`src/rtl/strap_seq_pkg.sv`:
```
package strap_seq_pkg;

    localparam int unsigned MODE_W = 3;
    localparam int unsigned REG_W  = 8;

    typedef logic [MODE_W-1:0] mode_code_t;

    localparam mode_code_t MODE_BUS   = 3'b000;
    localparam mode_code_t MODE_IO    = 3'b001;
    localparam mode_code_t MODE_DPRAM = 3'b010;

    typedef enum logic [1:0] {
        SEQ_LATCH = 2'd0,
        SEQ_READ  = 2'd1,
        SEQ_DONE  = 2'd2
    } seq_state_t;

    typedef struct packed {
        logic sel_n;
        logic prst_n;
        logic done;
    } seq_ctrl_t;

    localparam seq_ctrl_t CTRL_RESET = '{sel_n: 1'b1, prst_n: 1'b0, done: 1'b0};

    function automatic logic mode_reads_switch(input mode_code_t m);
        return (m == MODE_BUS) || (m == MODE_DPRAM);
    endfunction

    function automatic logic [REG_W-1:0] mode_to_byte(input mode_code_t m);
        return {{(REG_W-MODE_W){1'b0}}, m};
    endfunction

endpackage

```
`src/rtl/strap_sync.sv`:
```
module strap_sync #(
    parameter int unsigned WIDTH  = 3,
    parameter int unsigned STAGES = 2
) (
    input  logic             clk,
    input  logic [WIDTH-1:0] async_i,
    output logic [WIDTH-1:0] sync_o
);
    logic [WIDTH-1:0] stage_q [STAGES];

    always_ff @(posedge clk) stage_q[0] <= async_i;

    for (genvar s = 1; s < STAGES; s++) begin : g_stage
        always_ff @(posedge clk) stage_q[s] <= stage_q[s-1];
    end

    assign sync_o = stage_q[STAGES-1];
endmodule

```
`src/rtl/startup_fsm.sv`:
```
module startup_fsm
    import strap_seq_pkg::*;
#(
    parameter int unsigned SEL_CYCLES = 8
) (
    input  logic       clk,
    input  logic       rst,
    input  mode_code_t strap_sync_i,
    output mode_code_t mode_o,
    output seq_ctrl_t  ctrl_o,
    output logic       capture_o
);
    localparam int unsigned CNT_W = $clog2(SEL_CYCLES + 1);
    localparam logic [CNT_W-1:0] CNT_LAST = CNT_W'(SEL_CYCLES - 1);

    seq_state_t       state_q;
    logic [CNT_W-1:0] cnt_q;
    mode_code_t       mode_q;
    seq_ctrl_t        ctrl_q;

    always_ff @(posedge clk) begin
        if (rst) begin
            state_q <= SEQ_LATCH;
            cnt_q   <= '0;
            mode_q  <= MODE_BUS;
            ctrl_q  <= CTRL_RESET;
        end else begin
            case (state_q)
                SEQ_LATCH: begin
                    mode_q <= strap_sync_i;
                    cnt_q  <= '0;
                    if (mode_reads_switch(strap_sync_i)) begin
                        state_q      <= SEQ_READ;
                        ctrl_q.sel_n <= 1'b0;
                    end else begin
                        state_q       <= SEQ_DONE;
                        ctrl_q.prst_n <= 1'b1;
                        ctrl_q.done   <= 1'b1;
                    end
                end
                SEQ_READ: begin
                    if (cnt_q == CNT_LAST) begin
                        state_q       <= SEQ_DONE;
                        ctrl_q.sel_n  <= 1'b1;
                        ctrl_q.prst_n <= 1'b1;
                        ctrl_q.done   <= 1'b1;
                    end else begin
                        cnt_q <= cnt_q + 1'b1;
                    end
                end
                default: state_q <= SEQ_DONE;
            endcase
        end
    end

    assign capture_o = (state_q == SEQ_READ) && (cnt_q == CNT_LAST);
    assign mode_o    = mode_q;
    assign ctrl_o    = ctrl_q;

    // the peripheral is never out of reset while the switch is selected
    assert_sel_holds_reset_R6: assert property (@(posedge clk) disable iff (rst)
        !ctrl_q.sel_n |-> !ctrl_q.prst_n);

    // the select rise and the reset release share one edge
    assert_release_with_sel_R6: assert property (@(posedge clk) disable iff (rst)
        $rose(ctrl_q.sel_n) |-> $rose(ctrl_q.prst_n));

    // once finished, the select never drops again
    assert_no_sel_after_done_R4: assert property (@(posedge clk) disable iff (rst)
        ctrl_q.done |-> ctrl_q.sel_n);

    // the latched mode is frozen after the sequence ends
    assert_mode_frozen_R3: assert property (@(posedge clk) disable iff (rst)
        ctrl_q.done |=> $stable(mode_q));

    // completion is sticky until reset
    assert_done_sticky_R9: assert property (@(posedge clk) disable iff (rst)
        ctrl_q.done |=> ctrl_q.done);

    // done and the reset release agree
    assert_done_tracks_release_R9: assert property (@(posedge clk) disable iff (rst)
        ctrl_q.done == ctrl_q.prst_n);

    // modes without a switch never select it
    assert_no_sel_without_switch_R7: assert property (@(posedge clk) disable iff (rst)
        (state_q != SEQ_LATCH && !mode_reads_switch(mode_q)) |-> ctrl_q.sel_n);
endmodule

```
`src/rtl/switch_capture.sv`:
```
module switch_capture
    import strap_seq_pkg::*;
(
    input  logic             clk,
    input  logic             rst,
    input  logic             load_i,
    input  logic [REG_W-1:0] data_i,
    output logic [REG_W-1:0] cfg_o
);
    logic [REG_W-1:0] cfg_q;

    always_ff @(posedge clk) begin
        if (rst)         cfg_q <= '0;
        else if (load_i) cfg_q <= data_i;
    end

    assign cfg_o = cfg_q;

    // the stored value moves only on a capture
    assert_cfg_hold_R5: assert property (@(posedge clk) disable iff (rst)
        !load_i |=> $stable(cfg_q));
endmodule

```
`src/rtl/boot_strap_seq.sv`:
```
module boot_strap_seq
    import strap_seq_pkg::*;
#(
    parameter int unsigned SEL_CYCLES  = 8,
    parameter int unsigned SYNC_STAGES = 2
) (
    input  logic       clk,
    input  logic       rst,
    input  logic [2:0] strap_i,
    input  logic [7:0] sw_data_i,
    output logic       sw_cs_n_o,
    output logic       periph_rst_n_o,
    output logic [7:0] mode_reg_o,
    output logic [7:0] cfg_switch_o,
    output logic       startup_done_o
);
    mode_code_t strap_sync;
    mode_code_t mode_code;
    seq_ctrl_t  ctrl;
    logic       capture;

    strap_sync #(.WIDTH(MODE_W), .STAGES(SYNC_STAGES)) u_sync (
        .clk     (clk),
        .async_i (strap_i),
        .sync_o  (strap_sync)
    );

    startup_fsm #(.SEL_CYCLES(SEL_CYCLES)) u_fsm (
        .clk          (clk),
        .rst          (rst),
        .strap_sync_i (strap_sync),
        .mode_o       (mode_code),
        .ctrl_o       (ctrl),
        .capture_o    (capture)
    );

    switch_capture u_cap (
        .clk    (clk),
        .rst    (rst),
        .load_i (capture),
        .data_i (sw_data_i),
        .cfg_o  (cfg_switch_o)
    );

    assign sw_cs_n_o      = ctrl.sel_n;
    assign periph_rst_n_o = ctrl.prst_n;
    assign startup_done_o = ctrl.done;
    assign mode_reg_o     = mode_to_byte(mode_code);

    // without a switch read the stored value stays cleared
    assert_cfg_clear_no_read_R7: assert property (@(posedge clk) disable iff (rst)
        (ctrl.done && !mode_reads_switch(mode_code)) |-> (cfg_switch_o == '0));
endmodule

```
`config.mk`:
```
export PLATFORM = sky130hd
export DESIGN_NAME = boot_strap_seq
export DESIGN_NICKNAME = d
export VERILOG_FILES = /design/src/rtl/strap_seq_pkg.sv /design/src/rtl/strap_sync.sv /design/src/rtl/startup_fsm.sv /design/src/rtl/switch_capture.sv /design/src/rtl/boot_strap_seq.sv
export SDC_FILE = /design/constraint.sdc
export NUM_CORES = 1
export LEC_CHECK = 0
export BUFFER_PORTS_ARGS = -buffer_cell sky130_fd_sc_hd__clkbuf_2
export CORE_MARGIN = 4
export CORE_UTILIZATION = 52
export CTS_CLUSTER_DIAMETER = 200
export CTS_CLUSTER_SIZE = 25
export DETAILED_ROUTE_END_ITERATION = 10
export PLACE_DENSITY = 0.78
export REMOVE_ABC_BUFFERS = 1
export SLEW_MARGIN = 20
export SYNTH_ARGS = -nofsm -noshare
export SYNTH_HDL_FRONTEND = slang
export SYNTH_SLANG_ARGS = --single-unit
```
`constraint.sdc`:
```
create_clock -name clk -period 2.3 [get_ports clk]
set_input_delay 0.115 -clock clk [delete_from_list [all_inputs] [get_ports clk]]
set_output_delay 0.115 -clock clk [all_outputs]
set_load 0.02 [all_outputs]
```
==> results.json, run 1 <==
{
  "cts_tree": "done",
  "placement.io_buffers": 26,
  "die_x_um": 51.7,
  "synth_cell_types": 24,
  "power_uw": 731,
  "clock_path_buffers": 2,
  "dieArea_um2": 2670,
  "vias": 755,
  "antenna_left": 0,
  "core_area_um2": 1760,
  "htree_levels": 1,
  "drt_pre_antenna_iters": 4,
  "dieHeight_um": 51.7,
  "hp-class": "in2reg",
  "power_density_nw_per_um2": 628,
  "max_freq_ghz": 0.653,
  "arrival_ns": 1.79,
  "slew_violations": 0,
  "synth_cells": 106,
  "ys_ff_latch": 25,
  "syn_avg_cell_area_um2": 9.36,
  "finalSetupViolCount": 0,
  "initial_utilization": 0.562,
  "n_antenna_cell": 0,
  "yosysTopAreaCell": "dfxtp_1",
  "grt-ovfl-total": 0,
  "drtIter0Drc": 10,
  "ios": 32,
  "antenna_found_initial": 0,
  "syn_area_um2": 992,
  "nNetsFinal": 147,
  "hold_viol": 0,
  "period_share": 0.665,
  "grt.total_usage": 0.148,
  "holdPathStages": 3,
  "synth_top_area_share": 0.504,
  "num_rows": 15,
  "n_fill_cell": 158,
  "insertion_delay_ns": 0.32,
  "maxCapViolCount": 0,
  "yosys-top-cells-area": "dfxtp_1 (50%), nand2b_1 (11%), mux2i_1 (8.1%)",
  "multi_input_area_um2": 427,
  "cts_made_buffers": 3,
  "setup_tns_ns": 0,
  "drive_gt1_frac": 0.235,
  "ys.flop_type": "dfxtp_1",
  "crit_required_ns": 2.56,
  "drc_errors": 0,
  "critPathLaunchType": "flop",
  "critPathKind": "reg2reg",
  "synthToLayoutAreaGrowth_pct": 17.4,
  "grt_pass1_vias": 692,
  "r2r_cells": 4,
  "crit_path_max_fanout": 5,
  "clkSinkCount": 25,
  "gp_congestion": 0.857,
  "wirelength_mm": 1.77,
  "ys_seq_area_frac": 0.504,
  "holdWs_ns": 0.0194,
  "clk_pin_slew_worst_paths_ns": 0.13,
  "fin_skew_ns": 0.00270,
  "ys_warn_count": 0,
  "synth_edf_count": 0,
  "synth_async_sr_flop_share": 0,
  "post_cts_resized": 0,
  "detailed_place_hpwl_mm": 1.25,
  "p_leak_uw": 0.000483,
  "routedWlPerCell_um": 11.2,
  "cts_root_buf": "clkbuf_4",
  "grt_start_max_net_pins": 28,
  "grt_pass1_wl_mm": 2.96,
  "end_kind": "flop",
  "outcome": "finished clean",
  "finalCriticalPeriod_ns": 1.53,
  "peakVddDrop_mv": 0.600,
  "regArea_um2": 500,
  "viasPerCell": 4.81,
  "rsz0062_at_grt": "false"
}
## area by class of cell
cell class | instances | area share
tap | 25 | 0.0269
inverter | 3 | 0.00967
clock buffer | 3 | 0.0193
timing repair buffer | 30 | 0.144
sequential | 25 | 0.430
multi-input combinational | 70 | 0.366
clock inverter | 1 | 0.00430
## flip-flops by register name, summed over array words and instances (netlist names)
| signal | flops |
|---|---|
| u_fsm.mode_o | 3 |
| u_fsm.state_q | 2 |
| u_fsm.cnt_q | 4 |
| u_fsm.ctrl_o | 2 |
| u_sync.stage_q | 6 |
| u_cap.cfg_o | 8 |
## kinds of logic after synthesis
family | after synthesis | share of synthesized area
and+or+nand+nor | 42 | 0.238
buffers and inverters | 15 | 0.0807
AOI/OAI and AO/OA | 14 | 0.0794
DFF | 25 | 0.504
adders and majority gates | 1 | 0.0126
muxes | 8 | 0.0807
other | 1 | 0.00378
## path summary, 6_finish.rpt
check,start,end,slack (ns)
setup / recovery,u_fsm.cnt_q[0],u_fsm.cnt_q[3],0.77
hold / removal,sw_data_i[2],u_cap.cfg_o[2],0.02
hold reg to reg,u_sync.stage_q[0][1],u_sync.stage_q[0][4],0.34
setup reg to reg,u_fsm.cnt_q[0],u_fsm.cnt_q[3],0.77
## synthesized netlist by cell type, types with 2 or more instances
cell,count
dfxtp_1,25
nand2b_1,17
mux2i_1,8
nand2_1,7
a21oi_1,6
buf_4,6
clkbuf_1,5
nand3_1,5
a31oi_1,4
inv_1,3
o21ai_0,3
nand4_1,2
nor2_1,2
nor2b_1,2
nor3_1,2
## power by group
group          switching (uW)  internal [uW]
combinational            42.7           32.2
clock                     128           65.2
sequential               14.3            449
total                     185            546
## metal layers
layer	routed length (um)	global-route usage	share of wire	vias up
met1	791	0.183	0.45	335
met2	838	0.227	0.47	20
li1	-	-	-	394
met4	37	0.0830	0.021	0
met3	98	0.0458	0.055	6
met5	0	0	0	-
## through the flow
stage	utilization	instance area (um^2)	setup slack, ns	std cells
after global placement	0.628	1110	0.830	150
after global routing	0.660	1160	0.682	157
after CTS	0.660	1160	0.767	157
final	0.660	1160	0.770	157
after floorplan	-	938	0.441	98
after detailed placement	0.628	1110	0.798	150
## placed cells by master (no fill, tap or decap), types with 3 or more instances in the layout
cell            n
conb_1          5
dlygate4sd3_1   3
nand2b_1       17
a31oi_1         4
inv_1           3
clkbuf_2       26
mux2i_1         8
o21ai_0         3
a21oi_1         6
dfxtp_1        25
clkbuf_4        3
nand3_1         5
nand2_1         7
## worst max-delay path: stages, from the launching register on
cell and delay (ns):
dfxtp_1 0.37, ha_1 0.26, and3b_1 0.22, or4_1 0.50, a31oi_1 0.13
## timing repair
action	4_1_cts	5_1_grt
hold endpoints to repair	3	0
hold buffers	3	0
setup buffers	0	0
(Power assumes the default switching activity.)
==> run 2: changes to the inputs <==
--- a/config.mk
+++ b/config.mk
@@ -7,11 +7,11 @@
 export LEC_CHECK = 0
 export BUFFER_PORTS_ARGS = -buffer_cell sky130_fd_sc_hd__clkbuf_2
 export CORE_MARGIN = 4
-export CORE_UTILIZATION = 52
+export CORE_UTILIZATION = 43
 export CTS_CLUSTER_DIAMETER = 200
 export CTS_CLUSTER_SIZE = 25
 export DETAILED_ROUTE_END_ITERATION = 10
-export PLACE_DENSITY = 0.78
+export PLACE_DENSITY = 0.69
 export REMOVE_ABC_BUFFERS = 1
 export SLEW_MARGIN = 20
 export SYNTH_ARGS = -nofsm -noshare
==> constraint.sdc (replaced) <==
create_clock -name clk -period 1.3 [get_ports clk]
set_input_delay 0.065 -clock clk [delete_from_list [all_inputs] [get_ports clk]]
set_output_delay 0.065 -clock clk [all_outputs]
set_load 0.02 [all_outputs]
==> run 2 against run 1 <==
Against the previous run:
- count of clock-buffer cells in the layout is 1 higher
- sequential power is 75% higher
- flip-flop and latch count stayed put
- global-route usage is 1.3 points lower
- hold slack better by 0.17 ns
- maximum frequency is 19% higher
- wire length is 15% higher
- via count is 14% higher
- critical path depth stayed put
- register-to-register slack worse by 0.75 ns
- first-iteration DRC count grew to 3.4 times the previous value
- critical path type unchanged
- largest cell class unchanged
- largest power group unchanged
==> results.json, run 2 (synthesized netlist as in run 1, its figures left out) <==
{
  "ios": 32,
  "viasPerCell": 4.81,
  "critPathKind": "reg2reg",
  "placement.io_buffers": 26,
  "peakVddDrop_mv": 0.720,
  "grt.total_usage": 0.135,
  "outcome": "finished clean",
  "routedWlPerCell_um": 11.3,
  "nNetsFinal": 166,
  "power_density_nw_per_um2": 979,
  "antenna_found_initial": 0,
  "hp-class": "in2reg",
  "die_x_um": 56.0,
  "fin_skew_ns": 0.0128,
  "layout_common_cells": "clkbuf_2 (26), dfxtp_1 (23), nand2b_1 (17)",
  "synthToLayoutAreaGrowth_pct": 36.2,
  "drc_errors": 0,
  "clk_pin_slew_worst_paths_ns": 0.13,
  "rsz0062_at_grt": "true",
  "detailed_place_hpwl_mm": 1.31,
  "wirelength_mm": 2.03,
  "hold_viol": 0,
  "clock_path_buffers": 2,
  "top_layer_used": "met4",
  "finalSetupViolCount": 0,
  "cts_made_buffers": 3,
  "dieArea_um2": 3140,
  "design_area_um2": 1350,
  "n_fill_cell": 193,
  "num_rows": 17,
  "n_antenna_cell": 0,
  "dpl_cell_area_um2": 1190,
  "critPathLaunchType": "flop",
  "grt-ovfl-total": 0,
  "wl_met1_um": 869,
  "crit_required_ns": 1.55,
  "largest_reg_flops": 8,
  "dieHeight_um": 56.0,
  "finalCriticalPeriod_ns": 1.29,
  "maxCapViolCount": 0,
  "drt_pre_antenna_iters": 5,
  "gp_congestion": 0.764,
  "insertion_delay_ns": 0.32,
  "arrival_ns": 1.54,
  "initial_utilization": 0.449,
  "clkSinkCount": 25,
  "max_freq_ghz": 0.778,
  "grt_start_max_net_pins": 28,
  "met3_length_um": 109,
  "crit_path_max_fanout": 4,
  "drive_gt1_frac": 0.298,
  "period_share": 0.989,
  "cts_root_buf": "clkbuf_4",
  "slew_violations": 0,
  "p_leak_uw": 0.000571,
  "antenna_left": 0,
  "layout_commonest_cell": "clkbuf_2",
  "grt_pass1_wl_mm": 3.44,
  "cts_tree": "done",
  "end_kind": "flop",
  "grt_pass1_vias": 831,
  "drtIter0Drc": 34,
  "htree_levels": 1,
  "final_util": 0.611,
  "dr_wl_met2_mm": 1.02,
  "core_area_um2": 2210,
  "vias": 861
}
[run 2: final timing paths]
check,slack [ns],to,start,cells past startpoint
worst min-delay path,0.19,u_fsm.cnt_q[3],rst,2
worst min register to register,0.34,u_sync.stage_q[0][3],u_sync.stage_q[0][0],0
worst max-delay path,0.01,u_fsm.cnt_q[3],u_fsm.cnt_q[0],4
worst max register to register,0.01,u_fsm.cnt_q[3],u_fsm.cnt_q[0],4
[run 2: metrics by stage]
stage / TNS (ns) / setup WS (ns) / std cells / hold slack (ns) / power, uW
4_1_cts: -0.0172 / -0.0172 / 179 / 0.210 / 1330
3_5_place_dp: -0.167 / -0.137 / 163 / 0.169 / 978
5_1_grt: -0.0871 / -0.0648 / 179 / 0.237 / 1390
3_3_place_gp: -0.0968 / -0.0968 / 163 / 0.167 / 974
2_1_floorplan: -5.11 / -0.559 / 98 / 0.0927 / 909
6_report: 0 / 0.0148 / 179 / 0.194 / 1320
[run 2: timing repair]
action                                  in CTS  in global routing
buffers inserted                             1                  0
hold endpoints to repair                    11                  0
gates resized for setup                      4                  1
hold buffers                                11                  0
pin swaps                                    2                  5
endpoints found under the setup margin       5                  6
[run 2: area by class of cell]
type                       instances  area [um^2]  share of cell area
inverter                           3         11.3             0.00833
timing repair buffer              49          330               0.244
sequential                        25          503               0.372
tap                               28         35.0              0.0259
clock buffer                       4         26.3              0.0194
multi-input combinational         70          445               0.330
[run 2: metal layers]
layer,vias to the layer above,global-route usage
met5,-,0
met4,0,0.0746
met3,4,0.0278
met2,30,0.225
met1,391,0.159
li1,436,-
[run 2: power breakdown]
group          switching, uW  internal [uW]
Clock                    213            120
Sequential              16.0            794
Combinational           93.3           87.1
Total                    322           1000
[run 2: critical path, stage by stage, from the launching register on]
cell,delay (ns)
dfxtp_2,0.36
ha_4,0.16
and3b_1,0.18
or4_1,0.39
a31oi_1,0.13
==> run 3: changes to the inputs <==
--- a/config.mk
+++ b/config.mk
@@ -12,6 +12,7 @@
 export CTS_CLUSTER_SIZE = 25
 export DETAILED_ROUTE_END_ITERATION = 10
 export PLACE_DENSITY = 0.69
+export RECOVER_POWER = 100
 export REMOVE_ABC_BUFFERS = 1
 export SLEW_MARGIN = 20
 export SYNTH_ARGS = -nofsm -noshare
==> run 3 against run 2 <==
Against the previous run:
- cell area fell by 1.6%
- highest routed layer unchanged
- sequential share of layout area rose by 0.60 points
- first-iteration DRC count fell by 12%
==> results.json, run 3 (synthesized netlist as in run 1, its figures left out) <==
{
  "outcome": "finished clean",
  "rsz0062_at_grt": "true",
  "setup_tns_ns": 0,
  "critPathLaunchType": "flop",
  "htree_levels": 1,
  "finalSetupViolCount": 0,
  "multi_input_area_um2": 445,
  "grt.total_usage": 0.135,
  "dpl_cell_area_um2": 1190,
  "die_x_um": 56.0,
  "grt-ovfl-total": 0,
  "power_density_nw_per_um2": 992,
  "clkSinkCount": 25,
  "maxCapViolCount": 0,
  "routedWlPerCell_um": 11.3,
  "largest_reg_flops": 8,
  "drive_gt1_frac": 0.199,
  "drtIter0Drc": 30,
  "wirelength_mm": 2.03,
  "grt_start_max_net_pins": 28,
  "grt_pass1_vias": 831,
  "clk_pin_slew_worst_paths_ns": 0.13,
  "viasPerCell": 4.83,
  "core_area_um2": 2210,
  "crit_required_ns": 1.50,
  "placement.io_buffers": 26,
  "layout_common_cells": "dfxtp_1 (23), nand2b_1 (17), clkbuf_1 (16)",
  "insertion_delay_ns": 0.32,
  "power_uw": 1320,
  "p_leak_uw": 0.000520,
  "end_kind": "flop",
  "critPathKind": "reg2reg",
  "drt_pre_antenna_iters": 4,
  "finalCriticalPeriod_ns": 1.29,
  "crit_path_max_fanout": 9,
  "ios": 32,
  "num_rows": 17,
  "peakVddDrop_mv": 0.723,
  "hp-class": "in2reg",
  "vias": 865,
  "gp_congestion": 0.764,
  "cts_made_buffers": 3,
  "synthToLayoutAreaGrowth_pct": 34.0,
  "hold_viol": 0,
  "n_antenna_cell": 0,
  "drc_errors": 0,
  "slew_violations": 0,
  "cts_root_buf": "clkbuf_4",
  "grt_pass1_wl_mm": 3.44,
  "arrival_ns": 1.49,
  "dieArea_um2": 3140,
  "dieHeight_um": 56.0,
  "detailed_place_hpwl_mm": 1.31,
  "fin_skew_ns": 0.0127,
  "max_freq_ghz": 0.774,
  "period_share": 0.993,
  "regArea_um2": 503,
  "antenna_left": 0,
  "cts_tree": "done",
  "n_fill_cell": 198,
  "initial_utilization": 0.449,
  "clock_path_buffers": 2,
  "antenna_found_initial": 0,
  "layout_commonest_cell": "dfxtp_1",
  "nNetsFinal": 166,
  "design_area_um2": 1330
}
run 3: cell types whose count changed in the layout (fill, tap and decap cells not counted):
cell / delta
clkbuf_2: -14
buf_4: -2
clkbuf_4: +1
clkbuf_1: +15
run 3: area by class of cell:
type	instances	area share
Clock buffer	4	0.0198
Inverter	3	0.00847
Timing Repair Buffer	49	0.232
Multi-Input combinational cell	70	0.335
Sequential cell	25	0.378
Tap cell	28	0.0263
run 3: critical path, stage by stage, from the launching register on:
cell and delay, ns:
dfxtp_2 0.36, ha_4 0.16, nand2_1 0.06, nor3_1 0.04, clkbuf_4 0.20, or3_1 0.35
run 3: timing repair:
item	in CTS	in global routing
buffers inserted	1	0
hold buffers	11	0
cloned	0	0
endpoints found under the hold margin	11	0
setup endpoints to repair	5	6
pin swaps	2	5
gates resized for setup	4	1
run 3: where the power goes:
part	switching (uW)	internal [uW]
clock	213	120
combinational	93.7	81.9
sequential	16.0	794
run 3: metrics by stage:
stage | hold slack (ns) | cells | utilization | setup WS, ns
after floorplan | 0.0927 | 98 | - | -0.559
after global placement | 0.167 | 163 | 0.536 | -0.0968
after detailed placement | 0.169 | 163 | 0.536 | -0.137
after CTS | 0.210 | 179 | 0.608 | -0.0172
after global routing | 0.237 | 179 | 0.601 | -0.0648
final | 0.197 | 179 | 0.601 | 0.00871
run 3: metal layers:
| layer | track usage | routed length, um | vias to the layer above |
|---|---|---|---|
| li1 | - | - | 434 |
| met1 | 0.159 | 857 | 396 |
| met2 | 0.225 | 1020 | 30 |
| met3 | 0.0278 | 113 | 5 |
| met4 | 0.0746 | 36 | 0 |
| met5 | 0 | 0 | - |
run 3: worst paths after layout:
path	cells past startpoint	start	slack (ns)	to
hold reg to reg	0	u_sync.stage_q[0][0]	0.34	u_sync.stage_q[0][3]
setup reg to reg	5	u_fsm.cnt_q[0]	0.009	u_fsm.ctrl_o[2]
setup / recovery	5	u_fsm.cnt_q[0]	0.009	u_fsm.ctrl_o[2]
hold / removal	2	rst	0.20	u_fsm.cnt_q[3]
